## config.mk

```make
export PLATFORM = sky130hd
export DESIGN_NAME = spi_detector_regs
export DESIGN_NICKNAME = d
export VERILOG_FILES = /design/src/rtl/spi_det_pkg.sv /design/src/rtl/spi_det_ctl.sv /design/src/rtl/spi_det_dp.sv /design/src/rtl/spi_detector_regs.sv
export SDC_FILE = /design/constraint.sdc
export NUM_CORES = 1
export LEC_CHECK = 0
export ABC_AREA = 1
export BUFFER_PORTS_ARGS = -buffer_cell sky130_fd_sc_hd__clkbuf_2
export CELL_PAD_IN_SITES_DETAIL_PLACEMENT = 0
export CELL_PAD_IN_SITES_GLOBAL_PLACEMENT = 1
export CORE_MARGIN = 2
export CORE_UTILIZATION = 40
export CTS_BUF_LIST = sky130_fd_sc_hd__clkbuf_8
export DETAILED_ROUTE_END_ITERATION = 8
export PLACE_DENSITY_LB_ADDON = 0.1
export SETUP_SLACK_MARGIN = 0.1
export SLEW_MARGIN = 20
export SYNTH_ARGS = -nofsm -noshare
export SYNTH_HDL_FRONTEND = slang
export SYNTH_SLANG_ARGS = --single-unit
```

## constraint.sdc

```tcl
create_clock -name clk -period 4.17 [get_ports clk]
set_input_delay 0.2085 -clock clk [delete_from_list [all_inputs] [get_ports clk]]
set_output_delay 0.2085 -clock clk [all_outputs]
set_load 0.05 [all_outputs]
```

## src/rtl/spi_det_pkg.sv

```systemverilog
package spi_det_pkg;
  localparam int IDX_W = 3;
  localparam logic [15:0] THR_INIT = 16'h0206;

  localparam logic [6:0] ADDR_CTRL      = 7'h02;
  localparam logic [6:0] ADDR_MODE      = 7'h04;
  localparam logic [6:0] ADDR_STATE_LO  = 7'h10;
  localparam logic [6:0] ADDR_STATE_ALL = 7'h78;
  localparam logic [6:0] ADDR_GND       = 7'h3A;
  localparam logic [6:0] ADDR_SUP       = 7'h3C;

  typedef struct packed {
    logic             cmdDone;
    logic             dataDone;
    logic             shiftOut;
    logic [IDX_W-1:0] byteIdx;
    logic [7:0]       rxByte;
  } ctl_strobe_t;
endpackage

```

## src/rtl/spi_det_ctl.sv

```systemverilog
module spi_det_ctl
  import spi_det_pkg::*;
#(
  parameter int SYNC_STAGES = 2
) (
  input  logic        clk,
  input  logic        rstN,
  input  logic        sclk,
  input  logic        csN,
  input  logic        mosi,
  output ctl_strobe_t strb
);
  localparam int LAST = SYNC_STAGES - 1;

  logic [SYNC_STAGES:0]   sclkSync;
  logic [SYNC_STAGES-1:0] csSync;
  logic [SYNC_STAGES-1:0] mosiSync;

  always_ff @(posedge clk) begin
    if (!rstN) begin
      sclkSync <= '0;
      csSync   <= '1;
      mosiSync <= '0;
    end else begin
      sclkSync <= {sclkSync[SYNC_STAGES-1:0], sclk};
      csSync   <= {csSync[SYNC_STAGES-2:0], csN};
      mosiSync <= {mosiSync[SYNC_STAGES-2:0], mosi};
    end
  end

  logic csActive, sclkRise, sclkFall, mosiBit;
  assign csActive = ~csSync[LAST];
  assign sclkRise = sclkSync[LAST] & ~sclkSync[SYNC_STAGES];
  assign sclkFall = ~sclkSync[LAST] & sclkSync[SYNC_STAGES];
  assign mosiBit  = mosiSync[LAST];

  logic [2:0]       bitCnt;
  logic             cmdSeen;
  logic             pending;
  logic [IDX_W-1:0] byteIdx;
  logic [6:0]       rxShift;
  logic             cmdDoneQ, dataDoneQ;
  logic [7:0]       rxByteQ;
  logic [IDX_W-1:0] idxQ;

  always_ff @(posedge clk) begin
    if (!rstN) begin
      bitCnt    <= '0;
      cmdSeen   <= 1'b0;
      pending   <= 1'b0;
      byteIdx   <= '0;
      rxShift   <= '0;
      cmdDoneQ  <= 1'b0;
      dataDoneQ <= 1'b0;
      rxByteQ   <= '0;
      idxQ      <= '0;
    end else begin
      cmdDoneQ  <= 1'b0;
      dataDoneQ <= 1'b0;
      if (!csActive) begin
        bitCnt  <= '0;
        cmdSeen <= 1'b0;
        pending <= 1'b0;
        byteIdx <= '0;
      end else if (sclkRise) begin
        rxShift <= {rxShift[5:0], mosiBit};
        bitCnt  <= bitCnt + 3'd1;
        pending <= cmdSeen;
        if (bitCnt == 3'd7) begin
          rxByteQ <= {rxShift, mosiBit};
          idxQ    <= byteIdx;
          if (!cmdSeen) begin
            cmdSeen  <= 1'b1;
            cmdDoneQ <= 1'b1;
          end else begin
            dataDoneQ <= 1'b1;
            if (byteIdx != '1) byteIdx <= byteIdx + 1'b1;
          end
        end
      end else if (sclkFall) begin
        pending <= 1'b0;
      end
    end
  end

  assign strb.cmdDone  = cmdDoneQ;
  assign strb.dataDone = dataDoneQ;
  assign strb.shiftOut = csActive & sclkFall & pending;
  assign strb.byteIdx  = idxQ;
  assign strb.rxByte   = rxByteQ;
endmodule

```

## src/rtl/spi_det_dp.sv

```systemverilog
module spi_det_dp
  import spi_det_pkg::*;
#(
  parameter int CH_COUNT  = 32,
  parameter int BANK_SIZE = 8
) (
  input  logic                clk,
  input  logic                rstN,
  input  ctl_strobe_t         strb,
  input  logic                csN,
  input  logic [CH_COUNT-1:0] chanState,
  output logic                miso,
  output logic                testMode,
  output logic [CH_COUNT/BANK_SIZE-1:0] bankMode,
  output logic [15:0]         gndThresh,
  output logic [15:0]         supThresh,
  output logic                softRst
);
  localparam int BANKS    = CH_COUNT / BANK_SIZE;
  localparam int ST_BYTES = CH_COUNT / 8;
  localparam int TOPB     = CH_COUNT - 8;
  localparam int HALFB    = CH_COUNT - 16;

  logic             cmdRead;
  logic [6:0]       cmdAddr;
  logic [1:0]       ctrlReg;
  logic [BANKS-1:0] modeReg;
  logic [15:0]      gndReg, supReg;
  logic [CH_COUNT-1:0] txShift;

  function automatic logic [CH_COUNT-1:0] readWord(input logic [6:0] addr);
    logic [CH_COUNT-1:0] word;
    word = '0;
    if (addr == ADDR_CTRL) word[TOPB +: 2] = ctrlReg;
    if (addr == ADDR_MODE) word[TOPB +: BANKS] = modeReg;
    if (addr == ADDR_GND) word[HALFB +: 16] = gndReg;
    if (addr == ADDR_SUP) word[HALFB +: 16] = supReg;
    if (addr == ADDR_STATE_ALL) word = chanState;
    for (int b = 0; b < ST_BYTES; b++) begin
      if (addr == ADDR_STATE_LO + 7'(2 * b)) word[TOPB +: 8] = chanState[b*8 +: 8];
    end
    return word;
  endfunction

  logic writeHit;
  assign writeHit = strb.dataDone & ~cmdRead;

  always_ff @(posedge clk) begin
    if (!rstN) begin
      cmdRead <= 1'b0;
      cmdAddr <= '0;
      ctrlReg <= '0;
      modeReg <= '0;
      gndReg  <= THR_INIT;
      supReg  <= THR_INIT;
      txShift <= '0;
    end else begin
      if (strb.cmdDone) begin
        cmdRead <= strb.rxByte[7];
        cmdAddr <= strb.rxByte[6:0];
        txShift <= strb.rxByte[7] ? readWord(strb.rxByte[6:0]) : '0;
      end else if (strb.shiftOut) begin
        txShift <= {txShift[CH_COUNT-2:0], 1'b0};
      end

      if (writeHit) begin
        unique case (cmdAddr)
          ADDR_CTRL: if (strb.byteIdx == '0) ctrlReg <= strb.rxByte[1:0];
          ADDR_MODE: if (strb.byteIdx == '0) modeReg <= strb.rxByte[BANKS-1:0];
          ADDR_GND: begin
            if (strb.byteIdx == 'd0) gndReg[15:8] <= strb.rxByte;
            if (strb.byteIdx == 'd1) gndReg[7:0]  <= strb.rxByte;
          end
          ADDR_SUP: begin
            if (strb.byteIdx == 'd0) supReg[15:8] <= strb.rxByte;
            if (strb.byteIdx == 'd1) supReg[7:0]  <= strb.rxByte;
          end
          default: ;
        endcase
      end

      if (ctrlReg[1]) begin
        modeReg <= '0;
        gndReg  <= THR_INIT;
        supReg  <= THR_INIT;
      end
    end
  end

  assign miso      = ~csN & txShift[CH_COUNT-1];
  assign testMode  = ctrlReg[0];
  assign softRst   = ctrlReg[1];
  assign bankMode  = modeReg;
  assign gndThresh = gndReg;
  assign supThresh = supReg;
endmodule

```

## src/rtl/spi_detector_regs.sv

```systemverilog
module spi_detector_regs
  import spi_det_pkg::*;
#(
  parameter int CH_COUNT    = 32,
  parameter int BANK_SIZE   = 8,
  parameter int SYNC_STAGES = 2
) (
  input  logic                clk,
  input  logic                rstN,
  input  logic                sclk,
  input  logic                csN,
  input  logic                mosi,
  output logic                miso,
  input  logic [CH_COUNT-1:0] chanState,
  output logic                testMode,
  output logic [CH_COUNT/BANK_SIZE-1:0] bankMode,
  output logic [15:0]         gndThresh,
  output logic [15:0]         supThresh
);
  ctl_strobe_t strb;
  logic        softRst;

  spi_det_ctl #(.SYNC_STAGES(SYNC_STAGES)) i_ctl (
    .clk(clk), .rstN(rstN), .sclk(sclk), .csN(csN), .mosi(mosi), .strb(strb)
  );

  spi_det_dp #(.CH_COUNT(CH_COUNT), .BANK_SIZE(BANK_SIZE)) i_dp (
    .clk(clk), .rstN(rstN), .strb(strb), .csN(csN), .chanState(chanState),
    .miso(miso), .testMode(testMode), .bankMode(bankMode),
    .gndThresh(gndThresh), .supThresh(supThresh), .softRst(softRst)
  );
endmodule

```

# Yosys cells after proc, flatten, opt, wreduce, memory -nomap -nowiden

Cells that the tools add are included.

Flip-flop bits (word level): 113
Bits of input ports: 37
Output and inout bits: 38
Word-level logic and storage cells: 85

$add $sub $neg: 2
Equality and inequality tests: 16
Muxes and demuxes: 16
Bitwise operators: 14
Reductions and logical operators: 16

Operators with widths:

| kind                | number |
|---|---|
| $mux 32             | 4 |
| $mux 16             | 2 |
| $mux 8              | 4 |
| $eq 7x5->1 const B  | 4 |
| $eq 7x6->1 const B  | 4 |
| $reduce_and 3->1    | 7 |
| $eq 7x2->1 const B  | 2 |
| $eq 7x3->1 const B  | 2 |
| $not 1->1           | 8 |
| $eq 7x7->1 const B  | 1 |
| $add 3x1->3 const B | 2 |
| $and 1x1->1         | 6 |
| $mux 1              | 4 |
| $mux 4              | 1 |
| $reduce_and 2->1    | 2 |
| $reduce_and 4->1    | 1 |
| $reduce_bool 2->1   | 2 |
| $reduce_or 2->1     | 2 |
| $reduce_or 4->1     | 1 |
| $eq 3x1->1 const B  | 1 |
| $eq 3x3->1 const B  | 1 |
| $logic_not 3->1     | 1 |
| $ne 3x3->1 const B  | 1 |
| $mux 2              | 1 |

# Longest topological paths before layout

Gate-level depths: netlist of the first run.

Depth after elaboration: 12
Gate-level depth with buffers: 12
Mapped depth without buffers: 11

# Modules after synthesis

A second synthesis of the first run with hierarchy kept.

Cells, all modules: 733
Area, all modules: 5,350.1 um2

Modules (own cells, without submodules):

| module      | instances | cells an instance | area an instance (um2) | seq. area each (um2) |
|---|---|---|---|---|
| spi_det_dp  | 1         | 541               | 3,922.5                | 1,561.5 |
| spi_det_ctl | 1         | 192               | 1,427.6                | 700.7 |

# Least setup slack after synthesis of the first run

Ideal clock, no wire load.

Kind: reg-to-reg
Start point: register i_ctl.bitCnt[0]
End point: register i_ctl.rxByteQ[3]
Library setup time: 128 ps
Arrival: 1,408 ps
Required time: 4,042 ps
Path slack: 2,635 ps
Cell stages (with the launch flop): 9
Buffers on the path: 1
Period minus slack after synthesis: 1,535 ps
Cells stage by stage: dfxtp_1 > ha_1 > ha_1 > nand2_1 > nor2_2 > inv_1 > clkbuf_1 > o21ai_0 > a21oi_1

Word-level cells in the longest chain between the ends: 2

RTL lines:

| element                    | RTL line          | text |
|---|---|---|
| start: declaration         | spi_det_ctl.sv:37 | `logic [2:0] bitCnt;` |
| start signal: assignment   | spi_det_ctl.sv:67 | `bitCnt <= bitCnt + 3'd1;` |
| $eq 3x3->1                 | spi_det_ctl.sv:69 | `if (bitCnt == 3'd7) begin` |
| $reduce_and 3->1 (no line) | --                |  |
| end signal: assignment     | spi_det_ctl.sv:70 | `rxByteQ <= {rxShift, mosiBit};` |
| end: declaration           | spi_det_ctl.sv:43 | `logic [7:0] rxByteQ;` |

Every way passes these cells.
A chain may end at the register's enable or synchronous reset.

# Worst setup path in the final report of the first run

Start point: register i_ctl.cmdDoneQ
End point: register i_dp.txShift[30]

Word-level cells in the longest chain between the ends: 1
Elaborated cells between the ends (all ways): 2
Classes of those cells: 1 x mux; 1 x reduce/logical

RTL lines:

| element                                      | RTL line          | text |
|---|---|---|
| start: declaration                           | spi_det_ctl.sv:42 | `logic cmdDoneQ, dataDoneQ;` |
| start signal: assignment                     | spi_det_ctl.sv:53 | `cmdDoneQ <= 1'b0;` |
| start signal: assignment                     | spi_det_ctl.sv:58 | `cmdDoneQ <= 1'b0;` |
| start signal: assignment                     | spi_det_ctl.sv:74 | `cmdDoneQ <= 1'b1;` |
| $mux 32 or $reduce_bool 2->1 (tied branches) | --                |  |
| end signal: assignment                       | spi_det_dp.sv:61  | `txShift <= strb.rxByte[7] ? readWord(strb.rxByte[6:0]) : '0;` |
| end signal: assignment                       | spi_det_dp.sv:63  | `txShift <= {txShift[CH_COUNT-2:0], 1'b0};` |
| end: declaration                             | spi_det_dp.sv:29  | `logic [CH_COUNT-1:0] txShift;` |

Several ways; a longest one is shown, not always the timed one.

==> results.py, run 1 <==
metrics = {
    "grt": {
        "antenna_found_initial": 0,
        "grt_pass1_vias": 4613,
        "grt_pass1_wl_microns": 23900,
        "grtUsageTotal": 0.235,
        "gr-total-overflow": 0,
        "grt_max_degree": 61,
    },
    "finish": {
        "n_antenna_cell": 0,
        "multi_input_area_sq_um": 2400,
        "syn_to_final_growth_pct": 15.9,
        "fin_util": 0.470,
        "ff_latch_area_sq_um": 2260,
        "fin_nets": 790,
        "fillCellCount": 1342,
        "layout-drive-gt1-share": 0.187,
    },
    "place": {
        "io_buffers": 74,
        "dp.final_hpwl_microns": 10800,
        "gp_congestion": 0.853,
    },
    "pwr": {
        "peakVddDrop_mv": 0.208,
        "switching_share": 0.232,
        "p_leak_nw": 2.53,
        "pwr-share-clk": 0.425,
        "switchingPower_mw": 0.461,
        "seqPwrFrac": 0.547,
        "power.density_nw_per_um2": 339,
        "p_comb_frac": 0.029,
        "p_int_mw": 1.52,
    },
    "synth": {
        "synth_warnings": 0,
        "synth-seq-cells": 113,
        "synth-seq-area-share": 0.448,
        "yosysMostFrequentCell": "o21ai_0",
        "synthTopCellsByCount": "130 x o21ai_0, 113 x dfxtp_1, 98 x a21oi_1",
        "synthCells": 680,
        "synth_top_area_share": 0.448,
        "yosysUniqueCellTypes": 37,
        "syn-num-nets": 723,
        "ys_async_sr_fraction": 0,
        "synthTopCellsByArea": "dfxtp_1 45%, o21ai_0 13%, a21oi_1 9.7%",
        "synth-edff-count": 0,
        "syn_area_sq_um": 5050,
        "ys.flop_type": "dfxtp_1",
        "synth_top_area_cell": "dfxtp_1",
        "syn_area_per_cell_sq_um": 7.43,
    },
    "sta": {
        "clock.fmax_ghz": 0.399,
        "clock_skew_ps": 7.00,
        "tns_ps": 0,
        "worst_slew_pin_slew_ps": 996,
        "period_needed_ps": 2500,
        "final_hold_viol_count": 0,
        "relSlewSlack": 0.335,
        "setup_viol": 0,
        "drv_slew": 0,
        "rsz0062_at_grt": "no",
        "fin_crit_sh": 0.600,
    },
    "route": {
        "viasPerCell": 5.27,
        "dr.pass1.iters": 5,
        "drcViolationCount": 0,
        "antenna_left": 0,
        "wl_microns": 15100,
        "num_vias": 4913,
        "drt_iter0_markers": 355,
        "wl_per_cell_microns": 16.2,
    },
    "floorplanning": {
        "die_x_microns": 116,
        "dieArea_sq_um": 13500,
        "initial_core_util": 0.405,
        "coreArea_sq_um": 12500,
        "dieHeight_microns": 116,
        "io_pins": 75,
        "fp-row-count": 41,
    },
    "clocking": {
        "clk-insertion-delay-late_ps": 450,
        "cts_buffers": 17,
        "cts_max_level": 4,
        "clkTransAtPathRegs_ps": 60,
        "cts_tree": "done",
        "cts_sinks": 113,
        "cts_root_buf": "clkbuf_8",
        "post_cts_resized": 0,
        "clk_path_buf_depth": 2,
    },
    "flow_run": {
        "maxCapViolations": 0,
    },
    "setup_path": {
        "arrival_ps": 2830,
        "crit_type": "reg -> reg",
        "end_kind": "register",
        "required_ps": 4500,
        "critPathLaunchType": "register",
        "r2r_slack_ps": 1670,
        "crit_fanout": 34,
    },
    "min_path": {
        "hold_class": "in -> reg",
    },
    "outcome": {
        "status": "finished clean",
    },
}
-- stage by stage --
step                setup slack (ps)  total power, mW  hold WS (ps)  cells  cell area [sq um]
finish                          1670             1.99          31.3    932               5860
global route                    1430             2.07          15.2    932               5860
CTS                             1670             2.00          16.8    932               5860
detailed placement              1670             1.16           397    897               5510
global placement                1730             1.16           391    897               5510
floorplan                       2630             1.13           306    680               5050
-- logic make-up (layout without fill, tap and decap cells) --
kind of cell,Yosys count,in the layout,synth area share
DFF,113,113,0.448
AOI/OAI and AO/OA,254,254,0.260
buffers and inverters,93,173,0.0768
adders and majority gates,6,6,0.0149
and+or+nand+nor,213,213,0.199
xor gates and xnor gates,1,1,0.00173
-- worst max-delay path: stages, from the launching register on --
cell	delay (ps)
dfxtp_1	440
inv_1	700
nand2_1	760
o21ai_0	440
a21oi_2	50
-- path summary, 6_finish.rpt --
check,start,to,cells past startpoint
hold reg to reg,i_ctl.mosiSync[0],i_ctl.mosiSync[1],2
setup reg to reg,i_ctl.cmdDoneQ,i_dp.txShift[30],4
setup / recovery,i_ctl.cmdDoneQ,i_dp.txShift[30],4
hold / removal,chanState[6],i_dp.txShift[6],3
-- layout by cell type, fill, tap and decap left out, types with 2 or more instances in the layout --
master	n
o21ai_0	130
nand2_4	2
clkbuf_2	74
o211ai_1	8
nor3_1	7
buf_4	3
nor2_1	48
nand2_2	6
o22ai_1	2
a21oi_1	98
or2_2	6
clkinv_1	3
nor2_2	3
a211oi_1	3
nand4_1	2
inv_2	10
ha_1	6
o21bai_1	3
nand3_1	48
clkinv_2	8
nand2_1	80
dfxtp_1	113
inv_1	52
o21ai_1	8
clkbuf_8	19
nor2_4	5
a21oi_2	2
dlygate4sd3_1	3
-- what timing repair did --
| item | in CTS | in global routing |
|---|---|---|
| buffers inserted | 0 | 0 |
| hold endpoints to repair | 3 | 0 |
| hold buffers | 3 | 0 |
-- sequential cells by signal (all words and copies together) (netlist names), 2 cells and up --
register	cells
i_ctl.bitCnt	3
i_ctl.byteIdx	3
i_ctl.csSync	2
i_ctl.idxQ	3
i_ctl.mosiSync	2
i_ctl.rxByteQ	8
i_ctl.rxShift	7
i_ctl.sclkSync	3
i_dp.bankMode	4
i_dp.cmdAddr	7
i_dp.ctrlReg	2
i_dp.gndThresh	16
i_dp.supThresh	16
i_dp.txShift	32
-- layout make-up --
| class | instances | share of cell area |
|---|---|---|
| well taps | 172 | 0.0368 |
| inverters | 61 | 0.0397 |
| clock inverters | 13 | 0.00983 |
| repair buffers | 80 | 0.0722 |
| flip-flops and latches | 113 | 0.386 |
| multi-input cells | 474 | 0.410 |
| clock buffers | 19 | 0.0447 |
-- per-layer routing --
layer	share of wire	track usage	vias up
met4	0.023	0.0905	0
met1	0.48	0.320	2272
li1	-	-	2461
met2	0.45	0.359	158
met3	0.054	0.0602	22
met5	0	0	-
-- power groups by stage --
stage | Combinational, mW | Sequential [mW] | Clock [mW]
finish | 0.0574 | 1.09 | 0.843
global route | 0.0631 | 1.08 | 0.922
CTS | 0.0574 | 1.09 | 0.861
detailed placement | 0.0551 | 1.11 | 0
global placement | 0.0549 | 1.11 | 0
floorplan | 0.0219 | 1.11 | 0
Power figures use the tool's default switching activity.
==> inputs of run 2 (changes only) <==
==> constraint.sdc (replaced) <==
create_clock -name clk -period 2.6 [get_ports clk]
set_input_delay 0.13 -clock clk [delete_from_list [all_inputs] [get_ports clk]]
set_output_delay 0.13 -clock clk [all_outputs]
set_load 0.05 [all_outputs]
==> results.py, run 2 (synthesized netlist as in run 1, its figures left out) <==
metrics = {
    "outcome": {
        "status": "finished clean",
    },
    "grt": {
        "gr-total-overflow": 0,
        "antenna_found_initial": 0,
        "grt_pass1_vias": 4627,
        "grtUsageTotal": 0.242,
        "grt_pass1_wl_microns": 24600,
        "grt_max_degree": 42,
    },
    "pwr": {
        "p_leak_nw": 2.65,
        "switchingPower_mw": 0.792,
        "p_int_mw": 2.80,
        "peakVddDrop_mv": 0.396,
        "switching_share": 0.221,
        "pwr-share-clk": 0.484,
        "p_comb_frac": 0.032,
        "seqPwrFrac": 0.485,
        "power.density_nw_per_um2": 584,
    },
    "finish": {
        "syn_to_final_growth_pct": 21.6,
        "n_antenna_cell": 0,
        "fin_nets": 810,
        "layout.cells.non_filler": 952,
        "mostFrequentLayoutCell": "o21ai_0",
        "layout-drive-gt1-share": 0.191,
        "largest_register_ffs": 32,
        "regMostFlops": "i_dp.txShift",
        "final_cell_mix": "130 x o21ai_0, 113 x dfxtp_1, 98 x a21oi_1",
    },
    "setup_path": {
        "cpMaxStageDelayCell": "dfxtp_1",
        "end_kind": "register",
        "crit_chain": "inv_1, nor2_4, inv_2, nor3_4, inv_2, o21ai_1, inv_1, nand2_1, a21oi_2",
        "required_ps": 2930,
        "critPathLaunchType": "register",
        "crit_family": "simple AND/OR/NAND/NOR gates",
        "arrival_ps": 2380,
        "crit_fanout": 9,
        "max_stage_delay_ps": 440,
        "crit_type": "reg -> reg",
        "cp_num_buf_inv": 4,
    },
    "min_path": {
        "hold_class": "in -> reg",
    },
    "route": {
        "dr.pass1.iters": 7,
        "wl_microns": 15700,
        "viasPerCell": 5.29,
        "num_vias": 5033,
        "wl_per_cell_microns": 16.5,
        "antenna_left": 0,
        "drcViolationCount": 0,
        "drt_iter0_markers": 526,
    },
    "flow_run": {
        "maxCapViolations": 0,
    },
    "floorplanning": {
        "initial_core_util": 0.405,
        "dieHeight_microns": 116,
        "io_pins": 75,
        "coreArea_sq_um": 12500,
        "die_x_microns": 116,
        "fp-row-count": 41,
        "dieArea_sq_um": 13500,
    },
    "sta": {
        "rsz0062_at_grt": "no",
        "tns_ps": 0,
        "fin_crit_sh": 0.790,
        "final_hold_viol_count": 0,
        "clock_skew_ps": 7.73,
        "clock.fmax_ghz": 0.487,
        "period_needed_ps": 2060,
        "relSlewSlack": 0.515,
        "drv_slew": 0,
        "worst_slew_pin_slew_ps": 727,
        "setup_viol": 0,
    },
    "place": {
        "io_buffers": 74,
        "dp.final_hpwl_microns": 11300,
        "place_inst": 901,
        "gp_congestion": 0.895,
    },
    "clocking": {
        "cts_sinks": 113,
        "post_cts_resized": 0,
        "clk-insertion-delay-late_ps": 440,
        "cts_max_level": 4,
        "cts_tree": "done",
        "cts_buffers": 17,
        "cts_root_buf": "clkbuf_8",
        "clkTransAtPathRegs_ps": 70,
        "clk_path_buf_depth": 2,
    },
}
==> run 2: area by class of cell <==
cell class | instances | area, sq um
fill | 1285 | 6320
multi-input combinational | 474 | 2400
sequential | 113 | 2260
timing repair buffer | 100 | 613
clock buffer | 20 | 275
inverter | 61 | 233
tap | 172 | 215
clock inverter | 12 | 141
==> run 2: path summary, 6_finish.rpt <==
path | from | to | slack [ps] | cells after the start
setup / recovery | i_ctl.rxByteQ[4] | i_dp.txShift[31] | 540 | 9
hold / removal | chanState[17] | i_dp.txShift[17] | 50 | 3
setup reg to reg | i_ctl.rxByteQ[4] | i_dp.txShift[31] | 540 | 9
hold reg to reg | i_ctl.mosiSync[0] | i_ctl.mosiSync[1] | 410 | 2
==> run 2: tightest hold or removal path, stage by stage <==
cell and delay, ps:
clkbuf_2 110, o211ai_1 100, a21oi_1 120
==> run 2: what timing repair did <==
| action | in CTS | in global routing |
|---|---|---|
| setup buffers | 0 | 0 |
| endpoints found under the hold margin | 19 | 0 |
| hold buffers | 19 | 0 |
==> run 2: routing by layer <==
metal,wire length [microns],track usage
met1,7590,0.340
met2,6800,0.353
met4,491,0.114
met3,838,0.0524
met5,0,0
==> run 2: per-stage QoR <==
step                      setup WS, ps   util  power, mW  area (sq um)  hold WS, ps
final                              545  0.493       3.59          6140         52.2
after global routing               443  0.493       3.72          6140         46.8
after CTS                          609  0.493       3.63          6140         27.7
after detailed placement           624  0.444       1.87          5540          318
after global placement             655  0.444       1.87          5540          314
after floorplan                   1060      -       1.81          5050          228
==> run 2: power by group through the flow <==
stage                     Combinational, mW  Sequential [mW]  Clock [mW]
after detailed placement             0.0898             1.78           0
after CTS                             0.113             1.74        1.77
after global placement               0.0904             1.78           0
after global routing                  0.123             1.74        1.85
after floorplan                      0.0352             1.78           0
final                                 0.114             1.74        1.74
==> inputs of run 3 (changes only) <==
==> constraint.sdc (replaced) <==
create_clock -name clk -period 2 [get_ports clk]
set_input_delay 0.1 -clock clk [delete_from_list [all_inputs] [get_ports clk]]
set_output_delay 0.1 -clock clk [all_outputs]
set_load 0.05 [all_outputs]
==> results.py, run 3 (synthesized netlist as in run 1, its figures left out) <==
metrics = {
    "outcome": {
        "status": "finished clean",
    },
    "finish": {
        "layout-drive-gt1-share": 0.202,
        "final_cell_mix": "129 x o21ai_0, 113 x dfxtp_1, 98 x a21oi_1",
        "mostFrequentLayoutCell": "o21ai_0",
        "fillCellCount": 1284,
        "syn_to_final_growth_pct": 23.0,
        "regMostFlops": "i_dp.txShift",
        "layout.cells.non_filler": 963,
        "fin_util": 0.498,
        "n_antenna_cell": 0,
        "largest_register_ffs": 32,
        "fin_nets": 823,
    },
    "flow_run": {
        "maxCapViolations": 0,
    },
    "route": {
        "antenna_left": 0,
        "drt_iter0_markers": 608,
        "num_vias": 5099,
        "drcViolationCount": 0,
        "wl_microns": 15800,
        "dr.pass1.iters": 5,
        "wl_per_cell_microns": 16.4,
        "viasPerCell": 5.29,
    },
    "sta": {
        "setup_viol": 0,
        "drv_slew": 0,
        "worst_slew_pin_slew_ps": 576,
        "period_needed_ps": 1770,
        "fin_crit_sh": 0.883,
        "final_hold_viol_count": 0,
        "clock.fmax_ghz": 0.566,
        "relSlewSlack": 0.616,
        "tns_ps": 0,
        "rsz0062_at_grt": "yes",
        "setup_slack_ps": 234,
        "clock_skew_ps": 8.60,
    },
    "place": {
        "io_buffers": 74,
        "pre_cts_slack_ps": 161,
        "gp_congestion": 0.892,
        "place_inst": 910,
        "dp.final_hpwl_microns": 11000,
    },
    "floorplanning": {
        "fp-row-count": 41,
        "io_pins": 75,
        "coreArea_sq_um": 12500,
        "initial_core_util": 0.405,
        "dieArea_sq_um": 13500,
        "die_x_microns": 116,
        "dieHeight_microns": 116,
    },
    "grt": {
        "grt_max_degree": 61,
        "grtUsageTotal": 0.245,
        "antenna_found_initial": 0,
        "gr-total-overflow": 0,
        "grt_pass1_vias": 4581,
        "grt_pass1_wl_microns": 24900,
    },
    "setup_path": {
        "crit_type": "reg -> reg",
        "end_kind": "register",
        "crit_chain": "inv_2, nand2_2, nor2_2, nand2_2, o21ai_0, o21bai_1, nand3_1, nand2_1, a21oi_1",
        "crit_fanout": 8,
        "max_stage_delay_ps": 400,
        "arrival_ps": 2150,
        "required_ps": 2380,
        "cpMaxStageDelayCell": "o21ai_0",
        "cp_common_cell": "nand2_2",
        "critPathLaunchType": "register",
    },
    "pwr": {
        "peakVddDrop_mv": 0.509,
        "power.density_nw_per_um2": 697,
        "p_leak_nw": 2.67,
        "power_mw": 4.33,
    },
    "clocking": {
        "cts_tree": "done",
        "clkTransAtPathRegs_ps": 70,
        "cts_root_buf": "clkbuf_8",
        "clk-insertion-delay-late_ps": 450,
        "cts_sinks": 113,
        "cts_buffers": 17,
        "cts_max_level": 4,
        "clk_path_buf_depth": 2,
    },
    "min_path": {
        "hold_class": "in -> reg",
    },
}
## run 3: per-stage QoR
stage / instance area (sq um) / hold WS (ps)
after floorplan: 5050 / 198
after global placement: 5600 / 282
after detailed placement: 5600 / 292
after CTS: 6180 / 0.0467
after global routing: 6210 / 4.35
final: 6210 / 29.6
## run 3: critical path: cells and delay by family (launching register included)
kind / cells / cell delay [ps]
buf+inv: 1 / 160
simple gates: 5 / 570
compound gates: 3 / 610
flops: 1 / 360
## run 3: cell type report
type,instances,area (sq um),area share
timing repair buffer,113,721,0.116
multi-input combinational,474,2430,0.391
clock buffer,18,248,0.0399
tap,172,215,0.0346
sequential,113,2260,0.364
clock inverter,12,96.3,0.0155
inverter,61,244,0.0393
## run 3: worst paths after layout
path	slack, ps	start	to	cells past startpoint
worst max register to register	230	i_ctl.rxByteQ[1]	i_dp.txShift[29]	9
worst min-delay path	30	chanState[23]	i_dp.txShift[23]	3
worst min register to register	410	i_ctl.mosiSync[0]	i_ctl.mosiSync[1]	2
worst max-delay path	230	i_ctl.rxByteQ[1]	i_dp.txShift[29]	9
## run 3: metal layers
layer	vias up	share of wire	global-route usage
li1	2523	-	-
met1	2361	0.48	0.345
met2	190	0.43	0.353
met3	25	0.064	0.0649
met4	0	0.026	0.104
met5	-	0	0
## run 3: where the power goes
group          switching (mW)  total, mW  internal [mW]  leakage, nW
clock network           0.932       1.91          0.980        0.181
registers             0.00422       2.26           2.26        0.911
logic                  0.0831      0.154         0.0713         1.58
## run 3: repair_timing
action,in CTS,in global routing
endpoints found under the setup margin,0,12
buffers inserted,0,0
hold buffers,23,0
gates resized for setup,0,11
endpoints found under the hold margin,23,0
